**config.mk**
```make
export PLATFORM = sky130hd
export DESIGN_NAME = hiccup_fault_sup
export DESIGN_NICKNAME = d
export VERILOG_FILES = /design/src/rtl/fsup_pkg.sv /design/src/rtl/fsup_sync.sv /design/src/rtl/fsup_ramp.sv /design/src/rtl/fsup_guard.sv /design/src/rtl/hiccup_fault_sup.sv
export SDC_FILE = /design/constraint.sdc
export NUM_CORES = 1
export LEC_CHECK = 0
export CAP_MARGIN = 20
export CORE_MARGIN = 5
export CORE_UTILIZATION = 25
export DETAILED_ROUTE_END_ITERATION = 8
export HOLD_SLACK_MARGIN = 0.05
export SKIP_LAST_GASP = 1
export SYNTH_ARGS = -nofsm -noshare
export SYNTH_HDL_FRONTEND = slang
export SYNTH_HIERARCHICAL = 1
export SYNTH_SLANG_ARGS = --single-unit
```
**constraint.sdc**
```tcl
create_clock -name clk -period 2.7 [get_ports clk]
set_input_delay 0.405 -clock clk [delete_from_list [all_inputs] [get_ports clk]]
set_output_delay 0.405 -clock clk [all_outputs]
set_load 0.01 [all_outputs]
```
**src/rtl/fsup_pkg.sv**
```systemverilog
package fsup_pkg;

    typedef enum logic [1:0] {
        SS_CHARGE = 2'd0,
        SS_FULL   = 2'd1,
        SS_DRAIN  = 2'd2,
        SS_LOCK   = 2'd3
    } ss_state_e;

    typedef struct packed {
        logic full;
        logic drain;
        logic locked;
        logic go;
        logic fin;
    } ramp_evt_t;

    function automatic logic is_inhibiting(ss_state_e st);
        return (st == SS_DRAIN) || (st == SS_LOCK);
    endfunction

endpackage

```
**src/rtl/fsup_sync.sv**
```systemverilog
module fsup_sync #(
    parameter int W = 1
) (
    input  logic         clk,
    input  logic         rst,
    input  logic [W-1:0] d_i,
    output logic [W-1:0] q_o
);
    logic [W-1:0] stage1;
    logic [W-1:0] stage2;

    for (genvar b = 0; b < W; b++) begin : g_bit
        always_ff @(posedge clk) begin
            if (rst) begin
                stage1[b] <= 1'b0;
                stage2[b] <= 1'b0;
            end else begin
                stage1[b] <= d_i[b];
                stage2[b] <= stage1[b];
            end
        end
    end

    assign q_o = stage2;
endmodule

```
**src/rtl/fsup_ramp.sv**
```systemverilog
module fsup_ramp
    import fsup_pkg::*;
#(
    parameter int SS_W      = 8,
    parameter int SS_TOP    = 200,
    parameter int DRAIN_CYC = 16
) (
    input  logic            clk,
    input  logic            rst,
    input  logic            pend_i,
    input  logic            lock_i,
    output logic [SS_W-1:0] level_o,
    output ramp_evt_t       evt_o
);
    localparam int DW = (DRAIN_CYC > 1) ? $clog2(DRAIN_CYC) : 1;
    localparam logic [SS_W-1:0] TOP_M1 = SS_W'(SS_TOP - 1);
    localparam logic [SS_W-1:0] TOP_V  = SS_W'(SS_TOP);
    localparam logic [DW-1:0]   D_LAST = DW'(DRAIN_CYC - 1);

    ss_state_e       st;
    logic [SS_W-1:0] level;
    logic [DW-1:0]   dcnt;
    logic            go;
    logic            fin;

    assign go  = (st == SS_FULL) && pend_i && !lock_i;
    assign fin = (st == SS_DRAIN) && (dcnt == D_LAST) && !lock_i;

    always_ff @(posedge clk) begin
        if (rst) begin
            st    <= SS_CHARGE;
            level <= '0;
            dcnt  <= '0;
        end else if (lock_i) begin
            st    <= SS_LOCK;
            level <= '0;
            dcnt  <= '0;
        end else begin
            case (st)
                SS_CHARGE: begin
                    level <= level + 1'b1;
                    if (level == TOP_M1) st <= SS_FULL;
                end
                SS_FULL: begin
                    level <= TOP_V;
                    if (go) begin
                        st    <= SS_DRAIN;
                        level <= '0;
                        dcnt  <= '0;
                    end
                end
                SS_DRAIN: begin
                    level <= '0;
                    if (fin) begin
                        st   <= SS_CHARGE;
                        dcnt <= '0;
                    end else begin
                        dcnt <= dcnt + 1'b1;
                    end
                end
                default: begin
                    st    <= SS_LOCK;
                    level <= '0;
                end
            endcase
        end
    end

    assign level_o      = level;
    assign evt_o.full   = (st == SS_FULL);
    assign evt_o.drain  = (st == SS_DRAIN);
    assign evt_o.locked = (st == SS_LOCK);
    assign evt_o.go     = go;
    assign evt_o.fin    = fin;
endmodule

```
**src/rtl/fsup_guard.sv**
```systemverilog
module fsup_guard #(
    parameter int RETRY_MAX = 3
) (
    input  logic clk,
    input  logic rst,
    input  logic ov_i,
    input  logic trip_i,
    input  logic go_i,
    input  logic fin_i,
    output logic pend_o,
    output logic fault_o,
    output logic ovhit_o
);
    localparam int CW = $clog2(RETRY_MAX + 1);
    localparam logic [CW-1:0] LAST_OK = CW'(RETRY_MAX - 1);
    localparam logic [CW-1:0] CAP     = CW'(RETRY_MAX);

    logic [CW-1:0] retries;
    logic          pend;
    logic          fault;
    logic          ovhit;

    always_ff @(posedge clk) begin
        if (rst) begin
            retries <= '0;
            pend    <= 1'b0;
            fault   <= 1'b0;
            ovhit   <= 1'b0;
        end else begin
            pend <= trip_i || (pend && !fin_i);
            if (ov_i) begin
                ovhit <= 1'b1;
                fault <= 1'b1;
            end
            if (go_i) begin
                if (retries != CAP) retries <= retries + 1'b1;
                if (retries >= LAST_OK) fault <= 1'b1;
            end
        end
    end

    assign pend_o  = pend;
    assign fault_o = fault;
    assign ovhit_o = ovhit;
endmodule

```
**src/rtl/hiccup_fault_sup.sv**
```systemverilog
module hiccup_fault_sup
    import fsup_pkg::*;
#(
    parameter int N_SW      = 2,
    parameter int SS_W      = 8,
    parameter int SS_TOP    = 200,
    parameter int DRAIN_CYC = 16,
    parameter int RETRY_MAX = 3
) (
    input  logic            clk,
    input  logic            rst,
    input  logic            ov_i,
    input  logic            early_ov_i,
    input  logic [N_SW-1:0] oc_i,
    input  logic [N_SW-1:0] drv_i,
    input  logic            luv_i,
    output logic            inhibit_o,
    output logic            lowside_on_o,
    output logic            fault_o,
    output logic [SS_W-1:0] ss_level_o,
    output logic            ss_done_o
);
    localparam int SYW = N_SW + 2;

    logic [SYW-1:0]  raw_flags;
    logic [SYW-1:0]  syn_flags;
    logic [N_SW-1:0] oc_s;
    logic            ov_s;
    logic            luv_s;
    logic            oc_hon;
    logic            trip;
    logic            oc_pend;
    logic            fault;
    logic            ovhit;
    ramp_evt_t       revt;
    logic            ramp_full;
    logic            in_drain;

    assign raw_flags = {luv_i, ov_i, oc_i};

    fsup_sync #(.W(SYW)) u_sync (
        .clk (clk),
        .rst (rst),
        .d_i (raw_flags),
        .q_o (syn_flags)
    );

    assign oc_s  = syn_flags[N_SW-1:0];
    assign ov_s  = syn_flags[N_SW];
    assign luv_s = syn_flags[N_SW+1];

    assign ramp_full = revt.full;
    assign in_drain  = revt.drain;
    assign oc_hon    = |(oc_s & drv_i);
    assign trip      = !fault && (oc_hon || (luv_s && ramp_full));

    fsup_ramp #(
        .SS_W      (SS_W),
        .SS_TOP    (SS_TOP),
        .DRAIN_CYC (DRAIN_CYC)
    ) u_ramp (
        .clk     (clk),
        .rst     (rst),
        .pend_i  (oc_pend),
        .lock_i  (fault),
        .level_o (ss_level_o),
        .evt_o   (revt)
    );

    fsup_guard #(.RETRY_MAX(RETRY_MAX)) u_guard (
        .clk     (clk),
        .rst     (rst),
        .ov_i    (ov_s),
        .trip_i  (trip),
        .go_i    (revt.go),
        .fin_i   (revt.fin),
        .pend_o  (oc_pend),
        .fault_o (fault),
        .ovhit_o (ovhit)
    );

    assign inhibit_o    = rst || oc_pend || fault || revt.drain || revt.locked;
    assign lowside_on_o = (rst && early_ov_i) || ovhit;
    assign fault_o      = fault;
    assign ss_done_o    = ramp_full;
endmodule

```
## Yosys cells after proc, flatten, opt, wreduce, memory -nomap -nowiden

Index checks and enable logic that the tools add are counted.

| storage, ports and cells | value |
|---|---|
| output and inout bits | 12 |
| input port bits | 9 |
| flip-flop bits (word level) | 27 |
| logic and storage cells | 67 |

| operators by class | value |
|---|---|
| reduce and logical (&&, ||, !) cells | 24 |
| bitwise gates (word level) | 1 |
| mux-type cells | 13 |
| order comparisons | 1 |
| $add $sub $neg | 3 |
| eq/ne operators | 10 |

Operator list:

| operator | number |
|---|---|
| 8-bit case mux with 2 select lines | 1 |
| 3-bit by 1-bit inequality test with 1-bit output, second input constant | 3 |
| 8-bit by 1-bit adder with 8-bit output, second input constant | 1 |
| 8-bit == test, second input constant | 1 |
| 1-bit logical AND | 8 |
| 2-bit two-way mux | 4 |
| 4-bit two-way mux | 2 |
| 8-bit two-way mux | 1 |
| 4-bit case mux with 2 select lines | 1 |
| 1-bit logical OR | 7 |
| 2-bit case mux with 3 select lines | 1 |
| 4-bit by 1-bit adder with 4-bit output, second input constant | 1 |
| 2-bit == test, second input constant | 2 |
| 4-bit == test, second input constant | 1 |
| 2-bit AND reduction | 2 |
| 2-bit OR reduction | 2 |
| 1-bit two-way mux | 3 |
| 3-bit AND reduction | 1 |
| 2-bit by 1-bit adder with 2-bit output, second input constant | 1 |
| 2-bit AND | 1 |
| 2-bit by 1-bit == test with 1-bit output, second input constant | 1 |
| 2-bit >= comparator, second input constant | 1 |
| 1-bit zero test | 2 |
| 2-bit zero test | 1 |
| other kinds (3) | 3 |

## Logic depth before layout (Yosys ltp)

Gate-level depths: netlist (run 1).

| depth | value |
|---|---|
| word-level depth | 6 |
| mapped depth | 7 |
| mapped depth without buffers | 6 |

## Hierarchy

The synthesis (run 1) kept the hierarchy.

Modules (own cells, without submodules):

| module | cells an instance | seq. area each (um2) | area an instance (um2) | times used |
|---|---|---|---|---|
| fsup_ramp | 85 | 280.3 | 764.5 | 1 |
| fsup_guard | 23 | 100.1 | 221.5 | 1 |
| fsup_sync | 16 | 160.2 | 210.2 | 1 |
| hiccup_fault_sup | 6 | 0.0 | 33.8 | 1 |

## Worst setup path before layout (run 1)

Ideal clock, no wire load.

| path | value |
|---|---|
| kind | register -> register |
| start point | reg u_ramp.st[1] |
| end point | reg u_ramp.st[1] |
| period minus slack after synthesis | 1.613 ns |
| path slack | 1.087 ns |
| cell stages (with the launch flop) | 6 |
| required time | 2.578 ns |
| arrival time | 1.491 ns |
| path through | dfxtp_1 inv_1 ha_1 or2b_2 and3_1 o31a_2 |

| on the way | value |
|---|---|
| longest elaborated chain between the ends | 5 |
| elaborated cells between the ends (all ways) | 13 |
| classes of those cells | 5 x eq/ne; 2 x mux; 6 x reduce/logical |

Ends and longest elaborated chain:

| what | RTL line | source |
|---|---|---|
| from (decl) | fsup_ramp.sv:20 | `ss_state_e st;` |
| from (signal assigned) | fsup_ramp.sv:31 | `st <= SS_CHARGE;` |
| from (signal assigned) | fsup_ramp.sv:35 | `st <= SS_LOCK;` |
| from (signal assigned) | fsup_ramp.sv:42 | `if (level == TOP_M1) st <= SS_FULL;` |
| 2-bit by 1-bit == test with 1-bit output (*) | -- |  |
| via ss_done_o | hiccup_fault_sup.sv:21 | `output logic ss_done_o` |
| 1-bit logical AND (2 in a row) | fsup_ramp.sv:26 | `assign go = (st == SS_FULL) && pend_i && !lock_i;` |
| 3-bit by 1-bit inequality test with 1-bit output (no source line) | -- |  |
| 3-bit AND reduction (no source line) | -- |  |

The timed path passes the listed nets; every way through them passes the cells marked *.
A chain may end at the register's enable or synchronous reset.

## Worst setup path after layout (run 1)

| path | value |
|---|---|
| start point | in rst |
| end point | out inhibit_o |

| on the way | value |
|---|---|
| longest elaborated chain between the ends | 4 |

Ends and longest elaborated chain:

| what | RTL line | source |
|---|---|---|
| from (decl) | hiccup_fault_sup.sv:11 | `input logic rst,` |
| 1-bit logical OR (4 in a row) | hiccup_fault_sup.sv:82 | `assign inhibit_o = rst \|\| oc_pend \|\| fault \|\| revt.drain \|\| revt.locked;` |
| to (decl) | hiccup_fault_sup.sv:17 | `output logic inhibit_o,` |

No other way between the ends.

==> results.json, run 1 <==
{
  "grt_pass1_wl_mm": 3.891,
  "die_h_um": 80.14,
  "synth.most_common_cell": "dfxtp_1",
  "ys_warn_count": 6,
  "hold_viol_final": 0,
  "ys_ff_latch": 27,
  "syn_inst": 130,
  "clock_sinks": 27,
  "rr_worst_depth": 6,
  "final_util_pct": 32.58,
  "grt-ovfl-total": 0,
  "stdcell_count": 219,
  "synth_top_cells_by_count": "27 x dfxtp_1, 14 x nor2_1, 11 x nor2b_1, 8 x ha_1",
  "maxSlewViolCount": 0,
  "critPathKind": "input pin to primary output",
  "fin_worst_skew_ns": 0.004035,
  "nNetsFinal": 170,
  "synth.top_cell.area_share_pct": 43.95,
  "fmax_mhz": 454.6,
  "worstMarginPinSlew_ns": 0.4050,
  "r2r_slack_ns": 0.95,
  "hp-class": "flip-flop to flip-flop",
  "cellPowerDensity_nw_per_um2": 697.9,
  "final_cell_area_um2": 1549,
  "worstPathArrival_ns": 1.79,
  "cts_resized": 0,
  "status": "complete, no violations",
  "detail_route.wl_per_cell_um": 9.991,
  "cts_made_buffers": 3,
  "drive_gt1_share_pct": 9.868,
  "cts_buffer_depth": 2,
  "synth-edff-count": 0,
  "rsz0062_at_grt": "no",
  "clk_latency_ns": 0.27,
  "io_buffers": 20,
  "finalWirelength_mm": 2.188,
  "synthArstFlopShare_pct": 0,
  "syn_to_final_growth_pct": 25.94,
  "dr.pass1.iters": 4,
  "grt_start_max_net_pins": 16,
  "synthTopCellsByArea": "dfxtp_1 44%, ha_1 8.1%, nor2b_1 5.6%, nor2_1 4.3%, a21oi_1 2.8%",
  "start_util_pct": 25.87,
  "cts-htree-levels": 1,
  "cts_tree": "yes",
  "post_cts_buffers": 0,
  "root_buffer": "clkbuf_8",
  "fin_crit_sh_pct": 81.48,
  "maxCapViolations": 0,
  "crit_required_ns": 2.30,
  "vdd.ir_drop.worst_v": 0.0003357,
  "drcViolationCount": 0,
  "cts_hold_buf": 0,
  "die_area_um2": 6422,
  "grt_pass1_vias": 901,
  "gp_congestion": 0.8071,
  "place_inst": 215,
  "end_kind": "primary output",
  "first_iter_violations": 36,
  "grt_usage_pct": 7.712,
  "io_pins": 21,
  "rows": 25,
  "vias_per_cell": 4.279,
  "avgSynthCellArea_um2": 9.461,
  "worstPathMaxFanout": 10,
  "setup_tns_ns": 0,
  "post-route-min-period_ns": 2.200,
  "start_kind": "input pin",
  "netlist_area_um2": 1230,
  "postRouteAntennaNets": 0,
  "antenna_found_initial": 0,
  "synth_ff_type": "dfxtp_1",
  "dr_total_vias": 937,
  "place_area_um2": 1503,
  "core_um2": 4755,
  "slew_headroom_pct": 72.84,
  "cts.clk_slew.worst_paths_ns": 0.09,
  "hpwl_mm": 1.617,
  "synth_cell_types": 36,
  "syn-num-nets": 147,
  "p_leak_nw": 0.6060,
  "yosysTopAreaCell": "dfxtp_1",
  "yosysSeqAreaShare_pct": 43.95,
  "diodes": 0,
  "hold_depth": 1,
  "die_x_um": 80.14,
  "setup_viol": 0
}
==> area by class of cell <==
cell class              count  area [µm²]
repair buffers             21       207.7
inverters                   7       26.28
clock buffers               3       41.29
clock inverters             1       5.005
fillers                   527        3206
multi-input cells          93       644.4
well taps                  67       83.83
flip-flops and latches     27       540.5
==> final timing paths <==
kind,startpoint,end
worst max-delay path,rst,inhibit_o
worst min-delay path,u_sync/stage1[2]$_SDFF_PP0_,u_sync/q_o[2]$_SDFF_PP0_
worst max register to register,u_ramp/st[1]$_SDFFE_PP0P_,u_ramp/dcnt[3]$_SDFFE_PP0P_
worst min register to register,u_sync/stage1[2]$_SDFF_PP0_,u_sync/q_o[2]$_SDFF_PP0_
==> metal layers <==
layer	share of wire, %	GRT usage [%]
met4	0.87	2.027
met5	0	0
met1	49	9.140
met2	43	12.75
met3	7.3	3.251
==> flip-flops by register name (all words and copies together), names as in the netlist <==
signal	flops
u_guard/fault_o	1
u_guard/ovhit_o	1
u_guard/pend_o	1
u_guard/retries	2
u_ramp/dcnt	4
u_ramp/level_o	8
u_ramp/st	2
u_sync/q_o	4
u_sync/stage1	4
==> logic make-up (layout without fill, tap and decap cells) <==
| family | Yosys count | count (layout) | synth area share, % |
|---|---|---|---|
| adders and majority gates | 8 | 8 | 8.139 |
| and+or+nand+nor | 54 | 54 | 25.13 |
| DFF | 27 | 27 | 43.95 |
| buffers and inverters | 10 | 32 | 3.662 |
| muxes | 3 | 3 | 2.645 |
| AOI/OAI and AO/OA | 23 | 23 | 12.92 |
| xor gates and xnor gates | 5 | 5 | 3.560 |
==> critical path, cell delays in order <==
cell,delay [ns]
clkdlybuf4s50_1,0.57
nor3_1,0.26
nand2_1,0.07
clkdlybuf4s50_1,0.48
==> layout by cell type, fill, tap and decap left out, types with 2 or more instances in the layout <==
cell type        instances
dfxtp_1                 27
clkdlybuf4s50_1         20
nor2_1                  14
nor2b_1                 11
ha_1                     8
inv_1                    7
a21oi_1                  7
nand2_1                  5
and3_1                   5
nor3_1                   4
o21ai_0                  4
nand3_1                  4
xor2_1                   4
clkbuf_8                 3
mux2_2                   2
nand2b_1                 2
nand3b_1                 2
o21a_1                   2
a311oi_1                 2
==> stage by stage <==
stage	setup slack (ns)	hold slack (ns)	total power, W
2_1_floorplan	1.087	0.4138	0.0007260
3_3_place_gp	0.4680	0.4172	0.0008656
3_5_place_dp	0.4748	0.4239	0.0008646
4_1_cts	0.4724	0.4468	0.001097
5_1_grt	0.3317	0.4657	0.001168
6_report	0.5000	0.4421	0.001081
==> where the power goes <==
part | total [W] | switching (W) | internal [W]
clock network | 0.000229 | 0.000125 | 0.000103
logic | 0.000356 | 0.000174 | 0.000182
registers | 0.000497 | 0.0000492 | 0.000448
total | 0.00108 | 0.000349 | 0.000732
Power figures use the tool's default switching activity.
==> inputs of run 2 (changes only) <==
==> constraint.sdc (replaced) <==
create_clock -name clk -period 1.94 [get_ports clk]
set_input_delay 0.291 -clock clk [delete_from_list [all_inputs] [get_ports clk]]
set_output_delay 0.291 -clock clk [all_outputs]
set_load 0.01 [all_outputs]
==> results.json, run 2 (synthesis results as in run 1) <==
{
  "cpPeakStageDelay_ns": 0.57,
  "io_buffers": 20,
  "antenna_found_initial": 0,
  "worstPathMaxFanout": 4,
  "first_iter_violations": 47,
  "postRouteAntennaNets": 0,
  "die_area_um2": 6422,
  "cts_buffer_depth": 2,
  "layout_common_cells": "24 x dfxtp_1, 19 x clkdlybuf4s50_1, 14 x nor2_1, 11 x nor2b_1",
  "layout_commonest_cell": "dfxtp_1",
  "hold_viol_final": 0,
  "largest_register_ffs": 8,
  "root_buffer": "clkbuf_8",
  "diodes": 0,
  "globalRoute.busiestLayer": "met2",
  "critPathKind": "flip-flop to primary output",
  "p_leak_nw": 0.6192,
  "cts.clk_slew.worst_paths_ns": 0.10,
  "vdd.ir_drop.worst_v": 0.0005039,
  "drcViolationCount": 0,
  "vias_per_cell": 4.276,
  "finalWirelength_mm": 2.263,
  "gp_congestion": 0.7395,
  "regArea_um2": 544.3,
  "fillers": 510,
  "syn_to_final_growth_pct": 28.89,
  "cts-htree-levels": 1,
  "slew_headroom_pct": 74.21,
  "met1_usage_pct": 9.220,
  "cts_made_buffers": 3,
  "detail_route.wl_per_cell_um": 10.24,
  "status": "complete, no violations",
  "nNetsFinal": 172,
  "start_kind": "flip-flop",
  "rsz0062_at_grt": "no",
  "drive_gt1_share_pct": 13.64,
  "fin_crit_sh_pct": 93.45,
  "stdcell_count": 221,
  "worstMarginPinSlew_ns": 0.3827,
  "place_inst": 217,
  "maxSlewViolCount": 0,
  "hpwl_mm": 1.682,
  "hp-class": "flip-flop to flip-flop",
  "die_x_um": 80.14,
  "post-route-min-period_ns": 1.813,
  "setup_viol": 0,
  "met3_usage_pct": 3.027,
  "critPathBufInv": 2,
  "setup_tns_ns": 0,
  "grt-ovfl-total": 0,
  "maxCapViolations": 0,
  "die_h_um": 80.14,
  "dr.pass1.iters": 4,
  "io_pins": 21,
  "rows": 25,
  "clk_latency_ns": 0.28,
  "crit_required_ns": 1.65,
  "crit_path_cell_trace": "inv_1 -> ha_1 -> clkdlybuf4s50_1",
  "dp_slack_ns": 0.06248,
  "fin_worst_skew_ns": 0.005744,
  "grt_pass1_vias": 908,
  "core_um2": 4755,
  "grt_usage_pct": 7.762,
  "r2r_slack_ns": 0.30,
  "clock_sinks": 27,
  "use_met2_pct": 12.58,
  "multi_input_area_um2": 656.9,
  "cts_tree": "yes",
  "cellPowerDensity_nw_per_um2": 980.1,
  "critPathTopFamily": "buffers and inverters",
  "dr_total_vias": 945,
  "worstPathArrival_ns": 1.52,
  "grt_start_max_net_pins": 17,
  "fmax_mhz": 551.6,
  "cp_slowest_cell": "clkdlybuf4s50_1",
  "grt_pass1_wl_mm": 3.933,
  "start_util_pct": 25.87,
  "end_kind": "primary output",
  "worst_slack_ns": 0.1270
}
run 2: changes by cell type in the layout (fill, tap and decap cells not counted), sizes merged:
cell           before  now
clkinv              1    0
dlymetal6s2s        0    1
clkinvlp            0    1
buf                 1    3
clkdlybuf4s50      20   19
run 2: cell type report:
type | count | share of cell area (%)
inverters | 7 | 1.657
flip-flops and latches | 27 | 34.33
clock buffers | 3 | 2.605
multi-input cells | 93 | 41.44
well taps | 67 | 5.288
repair buffers | 23 | 14.21
clock inverters | 1 | 0.4736
run 2: worst paths after layout:
path,depth (start not counted),end,from
hold reg to reg,1,u_sync/q_o[0]$_SDFF_PP0_,u_sync/stage1[0]$_SDFF_PP0_
setup / recovery,3,ss_done_o,u_ramp/st[1]$_SDFFE_PP0P_
hold / removal,1,u_sync/q_o[0]$_SDFF_PP0_,u_sync/stage1[0]$_SDFF_PP0_
setup reg to reg,5,u_ramp/st[1]$_SDFFE_PP0P_,u_ramp/st[1]$_SDFFE_PP0P_
run 2: repair_timing:
item	CTS	global route
pin swaps	0	0
setup endpoints to repair	1	1
gates resized for setup	2	4
hold buffers	0	0
setup buffers	0	0
run 2: power breakdown:
part | leakage [nW] | switching (W) | internal [W] | total [W]
clock network | 0.0217 | 0.000180 | 0.000146 | 0.000326
registers | 0.222 | 0.0000727 | 0.000627 | 0.000700
logic | 0.376 | 0.000255 | 0.000273 | 0.000528
run 2: layer usage:
layer	part of all wire (%)	vias up	wire (µm)
li1	-	491	-
met1	50	427	1131
met2	42	24	951
met3	7.0	3	158
met4	0.97	0	22
met5	0	-	0
run 2: per-stage QoR:
step | utilization, % | cell area (µm²) | hold slack (ns) | total power (W)
final | 33.34 | 1585 | 0.4437 | 0.001554
after global routing | 33.34 | 1585 | 0.4575 | 0.001665
after CTS | 33.03 | 1570 | 0.4475 | 0.001563
after detailed placement | 31.92 | 1518 | 0.4231 | 0.001222
after global placement | 31.92 | 1518 | 0.4189 | 0.001221
after floorplan | - | 1230 | 0.3601 | 0.001010
